## config.mk

```make
export PLATFORM = sky130hd
export DESIGN_NAME = fcmd_regbank
export DESIGN_NICKNAME = d
export VERILOG_FILES = /design/src/rtl/fcr_pkg.sv /design/src/rtl/fcr_wr_side.sv /design/src/rtl/fcr_rd_side.sv /design/src/rtl/fcmd_regbank.sv
export SDC_FILE = /design/constraint.sdc
export NUM_CORES = 1
export LEC_CHECK = 0
export BUFFER_PORTS_ARGS = -buffer_cell sky130_fd_sc_hd__buf_2
export CAP_MARGIN = 40
export CORE_AREA = 2 2 224 226
export CTS_BUF_LIST = sky130_fd_sc_hd__clkbuf_8
export CTS_CLUSTER_DIAMETER = 80
export DETAILED_ROUTE_END_ITERATION = 10
export DIE_AREA = 0 0 226 228
export PLACE_DENSITY = 0.43
export SLEW_MARGIN = 40
export SYNTH_ARGS = -nofsm -noshare
export SYNTH_HDL_FRONTEND = slang
export SYNTH_SLANG_ARGS = --single-unit
```

## constraint.sdc

```tcl
create_clock -name clk -period 4.1 [get_ports clk]
set_input_delay 0 -clock clk [delete_from_list [all_inputs] [get_ports clk]]
set_output_delay 0 -clock clk [all_outputs]
set_load 0.02 [all_outputs]
```

## src/rtl/fcr_pkg.sv

```systemverilog
package fcr_pkg;
  localparam int OFF_W = 12;
  typedef logic [OFF_W-1:0] off_t;

  localparam off_t OFF_NAME  = 12'h000;
  localparam off_t OFF_COUNT = 12'h004;
  localparam off_t OFF_SIZE  = 12'h008;
  localparam off_t OFF_STAMP = 12'h00C;
  localparam off_t OFF_CMD   = 12'h010;
  localparam off_t OFF_PAT   = 12'h014;
  localparam off_t OFF_TRST  = 12'h01C;
  localparam off_t OFF_STAT  = 12'h100;
  localparam off_t OFF_CAP   = 12'h104;
  localparam off_t OFF_ETYPE = 12'h108;
  localparam off_t OFF_FADDR = 12'h180;
  localparam off_t OFF_FNAME = 12'h184;
  localparam off_t OFF_EXP0  = 12'h188;

  typedef enum logic [1:0] {
    CMD_FORMAT = 2'b00,
    CMD_RSVD   = 2'b01,
    CMD_WRITE  = 2'b10,
    CMD_READ   = 2'b11
  } cmd_e;

  typedef struct packed {
    logic [6:0] year;
    logic [3:0] month;
    logic [4:0] day;
    logic [4:0] hour;
    logic [5:0] minute;
    logic [4:0] second;
  } stamp_t;
endpackage

```

## src/rtl/fcr_wr_side.sv

```systemverilog
module fcr_wr_side
  import fcr_pkg::*;
#(
  parameter int ADDR_W = 12,
  parameter int NAME_W = 16,
  parameter int CNT_W  = 16,
  parameter int SIZE_W = 3,
  parameter int PAT_W  = 3
) (
  input  logic              clk,
  input  logic              rst,
  input  logic              wr_en,
  input  logic [ADDR_W-1:0] addr,
  input  logic [31:0]       wdata,
  input  logic              busy_i,
  output logic [NAME_W-1:0] fname_o,
  output logic [CNT_W-1:0]  count_o,
  output logic [SIZE_W-1:0] size_o,
  output logic [31:0]       stamp_o,
  output logic [1:0]        cmd_o,
  output logic              start_o,
  output logic [PAT_W-1:0]  pat_o,
  output logic              trst_o
);
  localparam logic [ADDR_W-1:0] A_NAME  = ADDR_W'(OFF_NAME);
  localparam logic [ADDR_W-1:0] A_COUNT = ADDR_W'(OFF_COUNT);
  localparam logic [ADDR_W-1:0] A_SIZE  = ADDR_W'(OFF_SIZE);
  localparam logic [ADDR_W-1:0] A_STAMP = ADDR_W'(OFF_STAMP);
  localparam logic [ADDR_W-1:0] A_CMD   = ADDR_W'(OFF_CMD);
  localparam logic [ADDR_W-1:0] A_PAT   = ADDR_W'(OFF_PAT);
  localparam logic [ADDR_W-1:0] A_TRST  = ADDR_W'(OFF_TRST);

  cmd_e cmd_q;
  assign cmd_o = cmd_q;

  always_ff @(posedge clk) begin
    if (rst) begin
      fname_o <= '0;
      count_o <= '0;
      size_o  <= '0;
      stamp_o <= '0;
      cmd_q   <= CMD_FORMAT;
      start_o <= 1'b0;
      pat_o   <= '0;
      trst_o  <= 1'b0;
    end else begin
      start_o <= 1'b0;
      if (wr_en) begin
        case (addr)
          A_NAME:  fname_o <= wdata[NAME_W-1:0];
          A_COUNT: count_o <= wdata[CNT_W-1:0];
          A_SIZE:  size_o  <= wdata[SIZE_W-1:0];
          A_STAMP: stamp_o <= wdata;
          A_CMD: begin
            if (!busy_i) begin
              cmd_q   <= cmd_e'(wdata[1:0]);
              start_o <= 1'b1;
            end
          end
          A_PAT:   pat_o  <= wdata[PAT_W-1:0];
          A_TRST:  trst_o <= wdata[0];
          default: ;
        endcase
      end
    end
  end

  AST_START_CAUSE: assert property (@(posedge clk) disable iff (rst)
    start_o |-> $past(wr_en && addr == A_CMD && !busy_i));
  AST_BUSY_BLOCK: assert property (@(posedge clk) disable iff (rst)
    (wr_en && addr == A_CMD && busy_i) |=> (!start_o && $stable(cmd_o)));
  AST_CMD_HOLD: assert property (@(posedge clk) disable iff (rst)
    !(wr_en && addr == A_CMD) |=> $stable(cmd_o));
endmodule

```

## src/rtl/fcr_rd_side.sv

```systemverilog
module fcr_rd_side
  import fcr_pkg::*;
#(
  parameter int ADDR_W = 12,
  parameter int CAP_W  = 16,
  parameter int NAME_W = 16,
  parameter int LANES  = 4,
  parameter int XFER_W = 40
) (
  input  logic                clk,
  input  logic                rst,
  input  logic                rd_en,
  input  logic [ADDR_W-1:0]   addr,
  input  logic                busy_i,
  input  logic                err_i,
  input  logic                vfail_i,
  input  logic [CAP_W-1:0]    cap_i,
  input  logic [31:0]         etype_i,
  input  logic [31:0]         faddr_i,
  input  logic [NAME_W-1:0]   ffname_i,
  input  logic [LANES*32-1:0] exp_i,
  input  logic [LANES*32-1:0] got_i,
  input  logic [XFER_W-1:0]   xfer_i,
  output logic [31:0]         rdata_o,
  output logic                rvalid_o
);
  localparam int GOT_BASE  = int'(OFF_EXP0) + 4 * LANES;
  localparam int XFER_BASE = GOT_BASE + 4 * LANES;
  localparam logic [ADDR_W-1:0] A_STAT  = ADDR_W'(OFF_STAT);
  localparam logic [ADDR_W-1:0] A_CAP   = ADDR_W'(OFF_CAP);
  localparam logic [ADDR_W-1:0] A_ETYPE = ADDR_W'(OFF_ETYPE);
  localparam logic [ADDR_W-1:0] A_FADDR = ADDR_W'(OFF_FADDR);
  localparam logic [ADDR_W-1:0] A_FNAME = ADDR_W'(OFF_FNAME);
  localparam logic [ADDR_W-1:0] A_XLO   = ADDR_W'(XFER_BASE);
  localparam logic [ADDR_W-1:0] A_XHI   = ADDR_W'(XFER_BASE + 4);

  logic [LANES-1:0] exp_hit, got_hit;
  logic [31:0]      exp_w [LANES];
  logic [31:0]      got_w [LANES];

  for (genvar g = 0; g < LANES; g++) begin : g_lane
    assign exp_hit[g] = (addr == ADDR_W'(int'(OFF_EXP0) + 4 * g));
    assign got_hit[g] = (addr == ADDR_W'(GOT_BASE + 4 * g));
    assign exp_w[g]   = exp_i[32*g +: 32];
    assign got_w[g]   = got_i[32*g +: 32];
  end

  logic [31:0] sel;
  logic        scalar_hit;

  always_comb begin
    sel        = '0;
    scalar_hit = 1'b1;
    case (addr)
      A_STAT:  sel = {29'b0, vfail_i, err_i, busy_i};
      A_CAP:   sel = 32'(cap_i);
      A_ETYPE: sel = etype_i;
      A_FADDR: sel = faddr_i;
      A_FNAME: sel = 32'(ffname_i);
      A_XLO:   sel = xfer_i[31:0];
      A_XHI:   sel = 32'(xfer_i[XFER_W-1:32]);
      default: scalar_hit = 1'b0;
    endcase
    for (int i = 0; i < LANES; i++) begin
      if (exp_hit[i]) sel = exp_w[i];
      if (got_hit[i]) sel = got_w[i];
    end
  end

  logic any_hit;
  assign any_hit = scalar_hit || (|exp_hit) || (|got_hit);

  always_ff @(posedge clk) begin
    if (rst) begin
      rdata_o  <= '0;
      rvalid_o <= 1'b0;
    end else begin
      rvalid_o <= rd_en;
      if (rd_en) rdata_o <= sel;
    end
  end

  AST_RVALID_LAT: assert property (@(posedge clk) disable iff (rst)
    rd_en |=> rvalid_o);
  AST_RVALID_IDLE: assert property (@(posedge clk) disable iff (rst)
    !rd_en |=> !rvalid_o);
  AST_STATUS_BITS: assert property (@(posedge clk) disable iff (rst)
    (rd_en && addr == A_STAT) |=>
      rdata_o == {29'b0, $past(vfail_i), $past(err_i), $past(busy_i)});
  AST_UNMAPPED_ZERO: assert property (@(posedge clk) disable iff (rst)
    (rd_en && !any_hit) |=> rdata_o == 32'b0);
endmodule

```

## src/rtl/fcmd_regbank.sv

```systemverilog
module fcmd_regbank
  import fcr_pkg::*;
#(
  parameter int ADDR_W = 12,
  parameter int NAME_W = 16,
  parameter int CNT_W  = 16,
  parameter int SIZE_W = 3,
  parameter int PAT_W  = 3,
  parameter int CAP_W  = 16,
  parameter int LANES  = 4,
  parameter int XFER_W = 40
) (
  input  logic                clk,
  input  logic                rst,
  input  logic                wr_en,
  input  logic                rd_en,
  input  logic [ADDR_W-1:0]   addr,
  input  logic [31:0]         wdata,
  output logic [31:0]         rdata,
  output logic                rvalid,
  input  logic                busy_i,
  input  logic                err_i,
  input  logic                vfail_i,
  input  logic [CAP_W-1:0]    cap_i,
  input  logic [31:0]         etype_i,
  input  logic [31:0]         faddr_i,
  input  logic [NAME_W-1:0]   ffname_i,
  input  logic [LANES*32-1:0] exp_i,
  input  logic [LANES*32-1:0] got_i,
  input  logic [XFER_W-1:0]   xfer_i,
  output logic [NAME_W-1:0]   fname_o,
  output logic [CNT_W-1:0]    count_o,
  output logic [SIZE_W-1:0]   size_o,
  output logic [31:0]         stamp_o,
  output logic [4:0]          sec_o,
  output logic [5:0]          min_o,
  output logic [4:0]          hour_o,
  output logic [4:0]          day_o,
  output logic [3:0]          mon_o,
  output logic [6:0]          year_o,
  output logic [1:0]          cmd_o,
  output logic                start_o,
  output logic [PAT_W-1:0]    pat_o,
  output logic                trst_o
);
  fcr_wr_side #(
    .ADDR_W(ADDR_W), .NAME_W(NAME_W), .CNT_W(CNT_W),
    .SIZE_W(SIZE_W), .PAT_W(PAT_W)
  ) i_wr (
    .clk(clk), .rst(rst), .wr_en(wr_en), .addr(addr), .wdata(wdata),
    .busy_i(busy_i), .fname_o(fname_o), .count_o(count_o), .size_o(size_o),
    .stamp_o(stamp_o), .cmd_o(cmd_o), .start_o(start_o), .pat_o(pat_o),
    .trst_o(trst_o)
  );

  fcr_rd_side #(
    .ADDR_W(ADDR_W), .CAP_W(CAP_W), .NAME_W(NAME_W),
    .LANES(LANES), .XFER_W(XFER_W)
  ) i_rd (
    .clk(clk), .rst(rst), .rd_en(rd_en), .addr(addr), .busy_i(busy_i),
    .err_i(err_i), .vfail_i(vfail_i), .cap_i(cap_i), .etype_i(etype_i),
    .faddr_i(faddr_i), .ffname_i(ffname_i), .exp_i(exp_i), .got_i(got_i),
    .xfer_i(xfer_i), .rdata_o(rdata), .rvalid_o(rvalid)
  );

  stamp_t stamp_v;
  assign stamp_v = stamp_t'(stamp_o);
  assign sec_o   = stamp_v.second;
  assign min_o   = stamp_v.minute;
  assign hour_o  = stamp_v.hour;
  assign day_o   = stamp_v.day;
  assign mon_o   = stamp_v.month;
  assign year_o  = stamp_v.year;

  AST_START_SPACED: assert property (@(posedge clk) disable iff (rst)
    (start_o && !(wr_en && addr == ADDR_W'(OFF_CMD))) |=> !start_o);
endmodule

```

==> results by group, run 1 <==
Worst setup path
  – Crit Path Max Fanout: 26
  – Critical path endpoint category: register
  – Reg2reg setup slack: 2.22 ns
  – Critical Path RT: 4.46 ns
  – CP startpoint kind: input port
  – WP data arrival: 3.94 ns
  – Critical path class: input port to register

Placement
  – HPWL Detailed: 56500 um
  – GP Congestion: 0.938
  – Number of port buffers: 581
  – Area after DPL: 0.0116 sq mm

Routing
  – Iteration-0 DRC Markers: 864
  – Routed Antenna Nets: 0
  – Routed vias: 12.0k
  – DRC errors left: 0
  – Pre-Repair DR Iteration Count: 5
  – Via density: 4.93
  – Mean routed wirelength per cell: 28.3 um
  – Routed WL: 68900 um

Global route
  – Largest net degree at the start of global routing: 74
  – Remaining Overflow, GRT: 0
  – All-Layer GR Usage: 25.8%
  – Vias in the first global route: 12.0k
  – First-pass GRT wire length: 93000 um
  – Initial antenna violation count: 36

Clock network
  – Clock slew seen by the registers of the worst setup and hold paths: 0.14 ns
  – CTS H-tree depth: 3
  – Sink Count: 107
  – PostCTS Resize Cnt: 0
  – Max Root-Sink Buffers: 2
  – CTS buffer count: 9
  – Root Buffer: clkbuf_8
  – CTS tree: yes
  – Clk_lat worst skew: 0.44 ns

STA
  – Final Skew: 0 ns
  – Final setup fails: 0
  – Fin Setup TNS: 0 ns
  – Period utilization: 87.5%
  – Fmax: 279 MHz
  – RSZ-0062 raised after global routing: false
  – Worst-margin pin slew: 0.907 ns
  – Hold Vio Cnt, Final: 0
  – Final Critical Period: 3.59 ns
  – Max Slew Vio Count: 0
  – Worst rel slew slack: 39.1%

Final layout
  – Register area: 0.00214 sq mm
  – Area growth syn-to-layout: 56.4%
  – Final-stage net count: 2191
  – Post-route cell area: 0.0128 sq mm
  – Most common cell after layout, fill and taps aside: buf_2
  – Most frequent cells in the layout: 580 x buf_2, 225 x nand2_1, 155 x a21oi_1
  – Area of the multi-input gates: 0.00546 sq mm
  – Fill cells: 5647
  – Share of cells above drive strength 1: 39.1%

Die
  – Ports: 582
  – Initial Util: 16.6%
  – Die H: 228 um
  – Overall die width: 226 um
  – Core ar.: 0.0493 sq mm
  – DIE AREA: 0.0515 sq mm
  – FP Rows: 82

Synthesis
  – Mapped Cells: 1152
  – Count of cell types in the netlist: 77
  – Post-synth EDFFs: 0
  – Sequential-to-total area share from yosys stat: 26.1%
  – FFs w/ async S/R, synth: 0%
  – Net Count, Synth: 1595
  – Syn avg cell area: 7.13 sq um
  – Mapped cell area: 0.00822 sq mm
  – Primary FF master, synth: dfxtp_1
  – Yosys warnings: 0
  – #FFs+latches synth: 107

Power and ir drop
  – Peak VDD IR: 0.131 mV
  – Leak: 0.00545 uW
  – Tot Pwr: 2460 uW
  – Pwr dens: 192 mW/mm^2

Run
  – Max-cap violations: 0

Run status
  – Outcome: finished clean

Hold path
  – Hold Path Class: input port to register
==> cell type report <==
class	instances	area share [%]
clock inverters	7	0.604
flip-flops and latches	107	16.7
multi-input cells	910	42.5
clock buffers	9	0.964
inverters	9	0.263
diodes	13	0.253
well taps	672	6.54
repair buffers	711	32.2
==> through the flow <==
stage               cells  hold WS (ns)  util (%)  setup slack, ns
finish               2438        0.0457      26.0            0.513
global route         2434        0.0359      26.0            0.403
CTS                  2424       0.00760      25.9            0.615
detailed placement   2309         0.249      23.5            0.953
global placement     2309         0.245      23.5             1.03
floorplan            1152         0.136         -             2.43
==> layer usage <==
layer,vias to the layer above,wire (um),global-route usage [%]
met5,-,133,0
met4,20,2850,10.6
met3,124,4540,4.83
met2,658,33800,45.8
met1,5772,27600,30.3
li1,5453,-,-
==> registers in the layout, summed over array words and instances (netlist names) <==
register,flops
i_wr.pat_o,3
i_rd.rdata_o,32
i_wr.trst_o,1
i_wr.start_o,1
i_wr.size_o,3
i_wr.stamp_o,32
i_wr.fname_o,16
i_wr.count_o,16
i_rd.rvalid_o,1
i_wr.cmd_o,2
==> power breakdown <==
group | leakage (uW) | switching, uW | total [uW] | internal (uW)
Clock | 0.0000984 | 496 | 739 | 243
Combinational | 0.00449 | 380 | 676 | 297
Sequential | 0.000863 | 1.92 | 1040 | 1040
==> worst paths after layout <==
kind	from	to	depth (start not counted)
max	addr[3]	i_rd.rdata_o[20]$_SDFFE_PP0P_	9
min	busy_i	i_wr.start_o$_SDFF_PP0_	4
max reg2reg	i_rd.rdata_o[11]$_SDFFE_PP0P_	i_rd.rdata_o[11]$_SDFFE_PP0P_	6
min reg2reg	i_wr.fname_o[9]$_SDFFE_PP0P_	i_wr.fname_o[9]$_SDFFE_PP0P_	2
==> Yosys cell counts (all sizes together) (7+ instances only) <==
cell type	n	area [sq um]
o221ai	23	201
a22oi	43	323
nor3	21	143
and3	10	62.6
nor2	77	309
o21ai	80	404
a22o	9	78.8
a2bb2oi	9	78.8
nand3	29	145
or3	7	43.8
a221o	12	120
mux2i	23	230
a211oi	8	65.1
a221oi	10	87.6
mux2	21	236
a32oi	7	61.3
buf	80	485
clkbuf	46	173
a31oi	7	43.8
o2bb2ai	8	70.1
dfxtp	107	2140
inv	9	33.8
nand2	226	848
a21oi	155	776
o22ai	29	181
==> worst max-delay path: stages <==
cell	delay [ns]
buf_2	0.52
nor3b_2	0.72
nand2_1	0.67
a21oi_1	0.30
o22ai_1	0.20
a221oi_1	0.30
dlygate4sd3_1	0.59
o21ai_1	0.06
dlygate4sd3_1	0.54
==> repair_timing <==
item | in CTS | in global routing
hold buffers | 99 | 0
endpoints found under the hold margin | 104 | 0
buffers inserted | 0 | 0
==> cell families after synthesis <==
family / share of synthesized area [%]
DFF: 26.1
AOI/OAI and AO/OA: 35.3
muxes: 5.68
and+or+nand+nor: 24.5
buffers and inverters: 8.42
(Power assumes the default switching activity.)
==> run 2: changes to the inputs <==
--- a/config.mk
+++ b/config.mk
@@ -7,12 +7,12 @@
 export LEC_CHECK = 0
 export BUFFER_PORTS_ARGS = -buffer_cell sky130_fd_sc_hd__buf_2
 export CAP_MARGIN = 40
-export CORE_AREA = 2 2 224 226
+export CORE_AREA = 2 2 226 228
 export CTS_BUF_LIST = sky130_fd_sc_hd__clkbuf_8
 export CTS_CLUSTER_DIAMETER = 80
 export DETAILED_ROUTE_END_ITERATION = 10
-export DIE_AREA = 0 0 226 228
-export PLACE_DENSITY = 0.43
+export DIE_AREA = 0 0 228 230
+export PLACE_DENSITY = 0.42
 export SLEW_MARGIN = 40
 export SYNTH_ARGS = -nofsm -noshare
 export SYNTH_HDL_FRONTEND = slang
==> run 2 against run 1 <==
Against the previous run: combinational power grew 0.7%; non-clock buffer count increased by 9; count of clock-buffer cells in the layout stayed put; die area up 1.8%; critical endpoint is now i_rd.rdata_o[11]$_SDFFE_PP0P_; routed wire length up 1.7%; final area up 0.73%; sequential share of layout area down 0.12 points; worst hold slack worse by 0.0020 ns; register-to-register slack got worse by 0.03 ns.
==> results by group, run 2 (synthesized netlist as in run 1, its figures left out) <==
Clock network
  – Sink Count: 107 (unchanged)
  – Max Root-Sink Buffers: 2 (unchanged)
  – Clk_lat worst skew: 0.45 ns (about the same)
  – Clock slew seen by the registers of the worst setup and hold paths: 0.13 ns (about the same)
  – CTS H-tree depth: 3 (unchanged)
  – Root Buffer: clkbuf_8
  – CTS buffer count: 9 (unchanged)
  – PostCTS Resize Cnt: 0 (unchanged)
  – Hold_buf cts: 106 (+7.1%)
  – Setup Fix Bufs, Post-CTS: 0 (unchanged)
  – CTS tree: yes

Routing
  – Via density: 4.99 (+1.1%)
  – Routed Antenna Nets: 0 (unchanged)
  – Mean routed wirelength per cell: 28.7 um (+1.4%)
  – Pre-Repair DR Iteration Count: 5 (unchanged)
  – DRC errors left: 0 (unchanged)
  – Iteration-0 DRC Markers: 926 (+7.2%)
  – Routed vias: 12.2k (+1.4%)
  – Routed WL: 70100 um (+1.7%)

STA
  – Worst rel slew slack: 42.8% (+3.8 points)
  – RSZ-0062 raised after global routing: false
  – Fin Setup TNS: 0 ns (unchanged)
  – Final Skew: 0 ns (unchanged)
  – Final setup fails: 0 (unchanged)
  – Worst-margin pin slew: 0.854 ns (-0.0530 ns)
  – Max Slew Vio Count: 0 (unchanged)
  – Fmax: 293 MHz (+5.1%)
  – Final Critical Period: 3.41 ns (-0.174 ns)
  – Period utilization: 83.2% (-4.2 points)
  – Hold Vio Cnt, Final: 0 (unchanged)

Placement
  – GP Congestion: 0.911 (-2.8%)
  – HPWL Detailed: 57600 um (+1.9%)
  – Number of port buffers: 581 (unchanged)

Worst setup path
  – Worst reg2reg path startpoint: i_rd.rdata_o[17]$_SDFFE_PP0P_
  – Crit Path Max Fanout: 28 (+7.7%)
  – FF-to-FF path depth: 6 (unchanged)
  – CP startpoint kind: input port
  – Critical path endpoint category: register
  – Critical path class: input port to register
  – Critical R2R Capture: i_rd.rdata_o[17]$_SDFFE_PP0P_
  – Critical Path RT: 4.46 ns (about the same)
  – Reg2reg setup slack: 2.19 ns (-0.03 ns)
  – WP data arrival: 3.77 ns (-0.17 ns)

Global route
  – Initial antenna violation count: 36 (unchanged)
  – Vias in the first global route: 12.2k (+2.1%)
  – Remaining Overflow, GRT: 0 (unchanged)
  – Largest net degree at the start of global routing: 75 (+1.4%)
  – All-Layer GR Usage: 25.7% (-0.12 points)
  – First-pass GRT wire length: 95300 um (+2.4%)

Power and ir drop
  – Pwr dens: 196 mW/mm^2 (+2.4%)
  – Peak VDD IR: 0.142 mV (+8.4%)
  – Leak: 0.00550 uW (+0.98%)

Final layout
  – Area growth syn-to-layout: 57.5%
  – Final core utilization: 26.0% (-0.080 points)
  – Fill cells: 5766 (+2.1%)
  – Final-stage net count: 2200 (+0.41%)
  – Most common cell after layout, fill and taps aside: buf_2
  – Share of cells above drive strength 1: 38.9% (-0.20 points)
  – Regs by FF count: i_rd.rdata_o (32), i_wr.stamp_o (32)
  – Most frequent cells in the layout: 580 x buf_2, 226 x nand2_1, 155 x a21oi_1

Hold path
  – Hold Path Class: input port to register
  – Endpoint of the worst hold path: i_rd.rdata_o[23]$_SDFFE_PP0P_
  – Hold depth: 3 (-1)
  – Hold Path Origin: got_i[119]

Run
  – Max-cap violations: 0 (unchanged)

Run status
  – Outcome: finished clean

Die
  – Overall die width: 228 um (+0.88%)
  – Core ar.: 0.0499 sq mm (+1.0%)
  – Initial Util: 16.5% (-0.17 points)
  – Ports: 582 (unchanged)
  – FP Rows: 82 (unchanged)
  – DIE AREA: 0.0524 sq mm (+1.8%)
  – Die H: 230 um (+0.88%)
-- run 2: how the worst max path moves through the flow --
| stage | end | depth (start not counted) | from | slack [ns] |
|---|---|---|---|---|
| after CTS | i_rd.rdata_o[11]$_SDFFE_PP0P_ | 10 | addr[4] | 0.82 |
| after detailed placement | i_rd.rdata_o[20]$_SDFFE_PP0P_ | 7 | addr[4] | 1.14 |
| after global routing | i_rd.rdata_o[11]$_SDFFE_PP0P_ | 10 | addr[4] | 0.59 |
| after global placement | i_rd.rdata_o[20]$_SDFFE_PP0P_ | 8 | addr[9] | 1.02 |
| final | i_rd.rdata_o[11]$_SDFFE_PP0P_ | 10 | addr[4] | 0.69 |
| after floorplan | i_rd.rdata_o[1]$_SDFFE_PP0P_ | 7 | addr[2] | 2.43 |
-- run 2: report_power, final --
part	internal, uW	switching, uW
Clock	308	504
Sequential	1040	2.39
Combinational	303	378
-- run 2: final cells by class --
type | instances | area, sq um | area share (%)
Tap cell | 672 | 841 | 6.50
Inverter | 9 | 33.8 | 0.261
Multi-Input combinational cell | 910 | 5450 | 42.1
Clock inverter | 7 | 105 | 0.812
Clock buffer | 9 | 124 | 0.957
Timing Repair Buffer | 720 | 4220 | 32.6
Antenna cell | 11 | 27.5 | 0.213
Sequential cell | 107 | 2140 | 16.6
-- run 2: per-stage QoR --
stage	instance area (sq um)	worst slack, ns	hold slack, ns	cells	total power (uW)
floorplan	8220	2.43	0.136	1152	1290
global placement	11600	1.02	0.243	2311	1680
detailed placement	11600	1.14	0.249	2311	1680
CTS	12900	0.817	0.000748	2433	2580
global route	12900	0.591	0.0732	2444	2640
finish	12900	0.687	0.0437	2445	2540
-- run 2: routing by layer --
layer | GRT usage (%) | routed length (um) | up-vias | share of wire [%]
met5 | 0 | 186 | - | 0.27
met4 | 11.4 | 3010 | 30 | 4.3
met3 | 5.49 | 4830 | 138 | 6.9
met2 | 46.2 | 34900 | 693 | 50
met1 | 29.3 | 27200 | 5857 | 39
li1 | - | - | 5477 | -
-- run 2: worst max-delay path, cell delays in order --
cell and delay, ns:
buf_2 0.30, buf_4 0.35, nor4bb_4 0.30, buf_4 0.43, nand3_1 0.61, o21a_1 0.39
a21oi_1 0.13, dlygate4sd3_1 0.56, o21ai_0 0.08, dlygate4sd3_1 0.57
==> run 3: changes to the inputs <==
--- a/config.mk
+++ b/config.mk
@@ -5,13 +5,14 @@
 export SDC_FILE = /design/constraint.sdc
 export NUM_CORES = 1
 export LEC_CHECK = 0
+export ABC_AREA = 1
 export BUFFER_PORTS_ARGS = -buffer_cell sky130_fd_sc_hd__buf_2
 export CAP_MARGIN = 40
-export CORE_AREA = 2 2 226 228
+export CORE_AREA = 2 2 225 227
 export CTS_BUF_LIST = sky130_fd_sc_hd__clkbuf_8
 export CTS_CLUSTER_DIAMETER = 80
 export DETAILED_ROUTE_END_ITERATION = 10
-export DIE_AREA = 0 0 228 230
+export DIE_AREA = 0 0 227 229
 export PLACE_DENSITY = 0.42
 export SLEW_MARGIN = 40
 export SYNTH_ARGS = -nofsm -noshare
==> constraint.sdc (replaced) <==
create_clock -name clk -period 2.8 [get_ports clk]
set_input_delay 0 -clock clk [delete_from_list [all_inputs] [get_ports clk]]
set_output_delay 0 -clock clk [all_outputs]
set_load 0.02 [all_outputs]
==> run 3 against run 2 <==
Against the previous run: register-to-register slack worse by 0.15 ns; sequential share of layout area increased by 0.43 points; setup slack worse by 0.56 ns.
==> results by group, run 3 <==
Clock network
  – Clk_lat worst skew: 0.43 ns (-0.02 ns)
  – Sink Count: 107 (unchanged)
  – Root Buffer: clkbuf_8
  – Clock slew seen by the registers of the worst setup and hold paths: 0.14 ns (about the same)
  – CTS buffer count: 9 (unchanged)
  – Max Root-Sink Buffers: 2 (unchanged)
  – CTS tree: yes
  – CTS H-tree depth: 3 (unchanged)

Synthesis
  – Post-Synth Adder-Cell Area: 0% (unchanged)
  – XOR/XNOR share of the synthesized area: 0% (unchanged)
  – Most numerous cell in the Yosys netlist: nand2_1
  – Primary FF master, synth: dfxtp_1
  – Post-synth top cells: 363 x nand2_1, 256 x nor2_1, 109 x nand3_1
  – Post-synthesis compound-gate area fraction: 5.47% (-30 points)
  – Count of cell types in the netlist: 32 (-58%)
  – Area contributors post-synth: dfxtp_1 28%, nand2_1 18%, nor2_1 12%
  – #FFs+latches synth: 107 (unchanged)
  – Area leader, netlist: dfxtp_1
  – Mapped Cells: 1317 (+14%)
  – Yosys warnings: 0 (unchanged)
  – Net Count, Synth: 1760 (+10%)
  – Simple-gate share of the synthesized area: 53.8% (+29 points)
  – Mux contribution to synthesized area: 0% (-5.7 points)
  – FFs w/ async S/R, synth: 0% (unchanged)
  – Sequential-to-total area share from yosys stat: 27.8% (+1.7 points)
  – Post-synth EDFFs: 0 (unchanged)
  – Largest family of logic cells by synthesized area: simple AND/OR/NAND/NOR gates
  – Syn avg cell area: 5.85 sq um (-18%)
  – Mapped cell area: 0.00771 sq mm (-6.2%)
  – Top cell type's share of synthesized area: 27.8% (+1.7 points)

Die
  – Core ar.: 0.0497 sq mm (-0.41%)
  – Die H: 229 um (-0.43%)
  – Initial Util: 15.5% (-0.96 points)
  – FP Rows: 82 (unchanged)
  – DIE AREA: 0.0520 sq mm (-0.87%)
  – Ports: 582 (unchanged)
  – Overall die width: 227 um (-0.44%)

Global route
  – Remaining Overflow, GRT: 0 (unchanged)
  – All-Layer GR Usage: 20.6% (-5.1 points)
  – Largest net degree at the start of global routing: 57 (-24%)
  – First-pass GRT wire length: 76700 um (-19%)
  – Vias in the first global route: 11.5k (-6.2%)
  – Initial antenna violation count: 33 (-8.3%)

Routing
  – Highest Signal Layer: met5
  – Iteration-0 DRC Markers: 567 (-39%)
  – Mean routed wirelength per cell: 20.9 um (-27%)
  – Routed vias: 11.3k (-7.2%)
  – Via density: 4.26 (-15%)
  – DRC errors left: 0 (unchanged)
  – Met2 routed WL: 27800 um (-20%)
  – Routed Antenna Nets: 0 (unchanged)
  – Metal-1 WL: 20300 um (-26%)
  – Metal3 WL: 4240 um (-12%)
  – Routed WL: 55400 um (-21%)
  – Pre-Repair DR Iteration Count: 5 (unchanged)

Final layout
  – Post-route cell area: 0.0126 sq mm (-2.5%)
  – Most frequent cells in the layout: 580 x buf_2, 362 x nand2_1, 255 x nor2_1
  – Most common cell after layout, fill and taps aside: buf_2
  – Regs by FF count: i_rd.rdata_o (32), i_wr.stamp_o (32)
  – Share of cells above drive strength 1: 35.0% (-3.9 points)
  – Final-stage net count: 2404 (+9.3%)
  – Area growth syn-to-layout: 63.7%

STA
  – Worst-margin pin slew: 0.625 ns (-0.229 ns)
  – Max Slew Vio Count: 0 (unchanged)
  – Period utilization: 95.5%
  – Final Critical Period: 2.67 ns
  – Worst rel slew slack: 58.3% (+15 points)
  – Final Worst Setup Slack: 0.125 ns (-0.562 ns)
  – Fmax: 374 MHz
  – Hold Vio Cnt, Final: 0 (unchanged)
  – Final setup fails: 0 (unchanged)
  – RSZ-0062 raised after global routing: true
  – Min Hold Slack: 0.0550 ns (+0.0113 ns)
  – Fin Setup TNS: 0 ns (unchanged)
  – Final Skew: 0 ns (unchanged)

Placement
  – Pre-CTS WS: 0.348 ns (-0.790 ns)
  – Number of port buffers: 581 (unchanged)
  – GP Congestion: 0.891 (-2.2%)
  – HPWL Detailed: 45500 um (-21%)
  – Area after DPL: 0.0111 sq mm (-4.1%)

Worst setup path
  – Reg2reg setup slack: 2.04 ns (-0.15 ns)
  – Critical Path RT: 3.20 ns (-1.26 ns)
  – Crit Path Max Fanout: 20 (-29%)
  – Critical path endpoint category: register
  – CP startpoint kind: input port
  – Crit-path cells: buf_2, nor2_2, nand2_4, buf_4, nor3_4, buf_4, nand2_1, nand4_1, nor2_1, nand3_1, dlygate4sd3_1, nand2_1, dlygate4sd3_1, a21oi_1
  – WP data arrival: 3.07 ns (-0.70 ns)
  – Crit-path max cell delay: 0.56 ns (-0.05 ns)
  – Slowest CP cell: dlygate4sd3_1
  – Critical path class: input port to register

Power and ir drop
  – Peak VDD IR: 0.293 mV (+110%)
  – Pwr dens: 246 mW/mm^2 (+26%)
  – Leak: 0.00654 uW (+19%)
  – Tot Pwr: 3110 uW (+22%)

Run status
  – Outcome: finished clean

Hold path
  – Hold Path Class: input port to register

Run
  – Max-cap violations: 0 (unchanged)
## run 3: metal layers
metal	vias to the layer above	GRT usage, %
li1	5483	-
met4	24	11.8
met5	-	0
met2	547	37.4
met1	5148	21.0
met3	115	5.53
## run 3: worst paths after layout
kind | from | end | cells after the start
setup reg to reg | i_wr.stamp_o[2]$_SDFFE_PP0P_ | i_wr.stamp_o[2]$_SDFFE_PP0P_ | 2
hold reg to reg | i_rd.rdata_o[1]$_SDFFE_PP0P_ | i_rd.rdata_o[1]$_SDFFE_PP0P_ | 2
hold / removal | wdata[1] | i_wr.pat_o[1]$_SDFFE_PP0P_ | 3
setup / recovery | addr[11] | i_rd.rdata_o[17]$_SDFFE_PP0P_ | 14
## run 3: what timing repair did
action / CTS / global route
gates resized for setup: 0 / 9
buffers inserted: 0 / 10
hold buffers: 115 / 0
endpoints found under the setup margin: 0 / 11
hold endpoints to repair: 93 / 0
## run 3: worst max-delay path: cells and delay by family
| family | cells | cell delay, ns |
|---|---|---|
| AO/OA/AOI/OAI | 1 | 0.13 |
| AND/OR/NAND/NOR | 8 | 1.18 |
| buffers and inverters | 5 | 1.75 |
## run 3: final cells by class
type | count | area (sq um)
Clock buffer | 9 | 124
Fill cell | 5786 | 37000
Antenna cell | 16 | 40.0
Tap cell | 672 | 841
Clock inverter | 7 | 45.0
Timing Repair Buffer | 732 | 4370
Sequential cell | 107 | 2140
Multi-Input combinational cell | 994 | 4610
Inverter | 117 | 442
## run 3: power by group
| part | internal, uW | total (uW) | switching [uW] |
|---|---|---|---|
| clock | 321 | 975 | 654 |
| combinational | 312 | 611 | 298 |
| sequential | 1520 | 1520 | 0.608 |
## run 3: through the flow
| step | instances | utilization [%] |
|---|---|---|
| detailed placement | 2497 | 22.4 |
| floorplan | 1317 | - |
| CTS | 2628 | 25.1 |
| global route | 2653 | 25.4 |
| finish | 2654 | 25.4 |
| global placement | 2495 | 22.4 |
## run 3: logic make-up (layout without fill, tap and decap cells)
family / after synthesis / count (layout)
DFF: 107 / 107
buffers and inverters: 216 / 865
AOI/OAI and AO/OA: 75 / 75
other: 0 / 16
and+or+nand+nor: 919 / 919
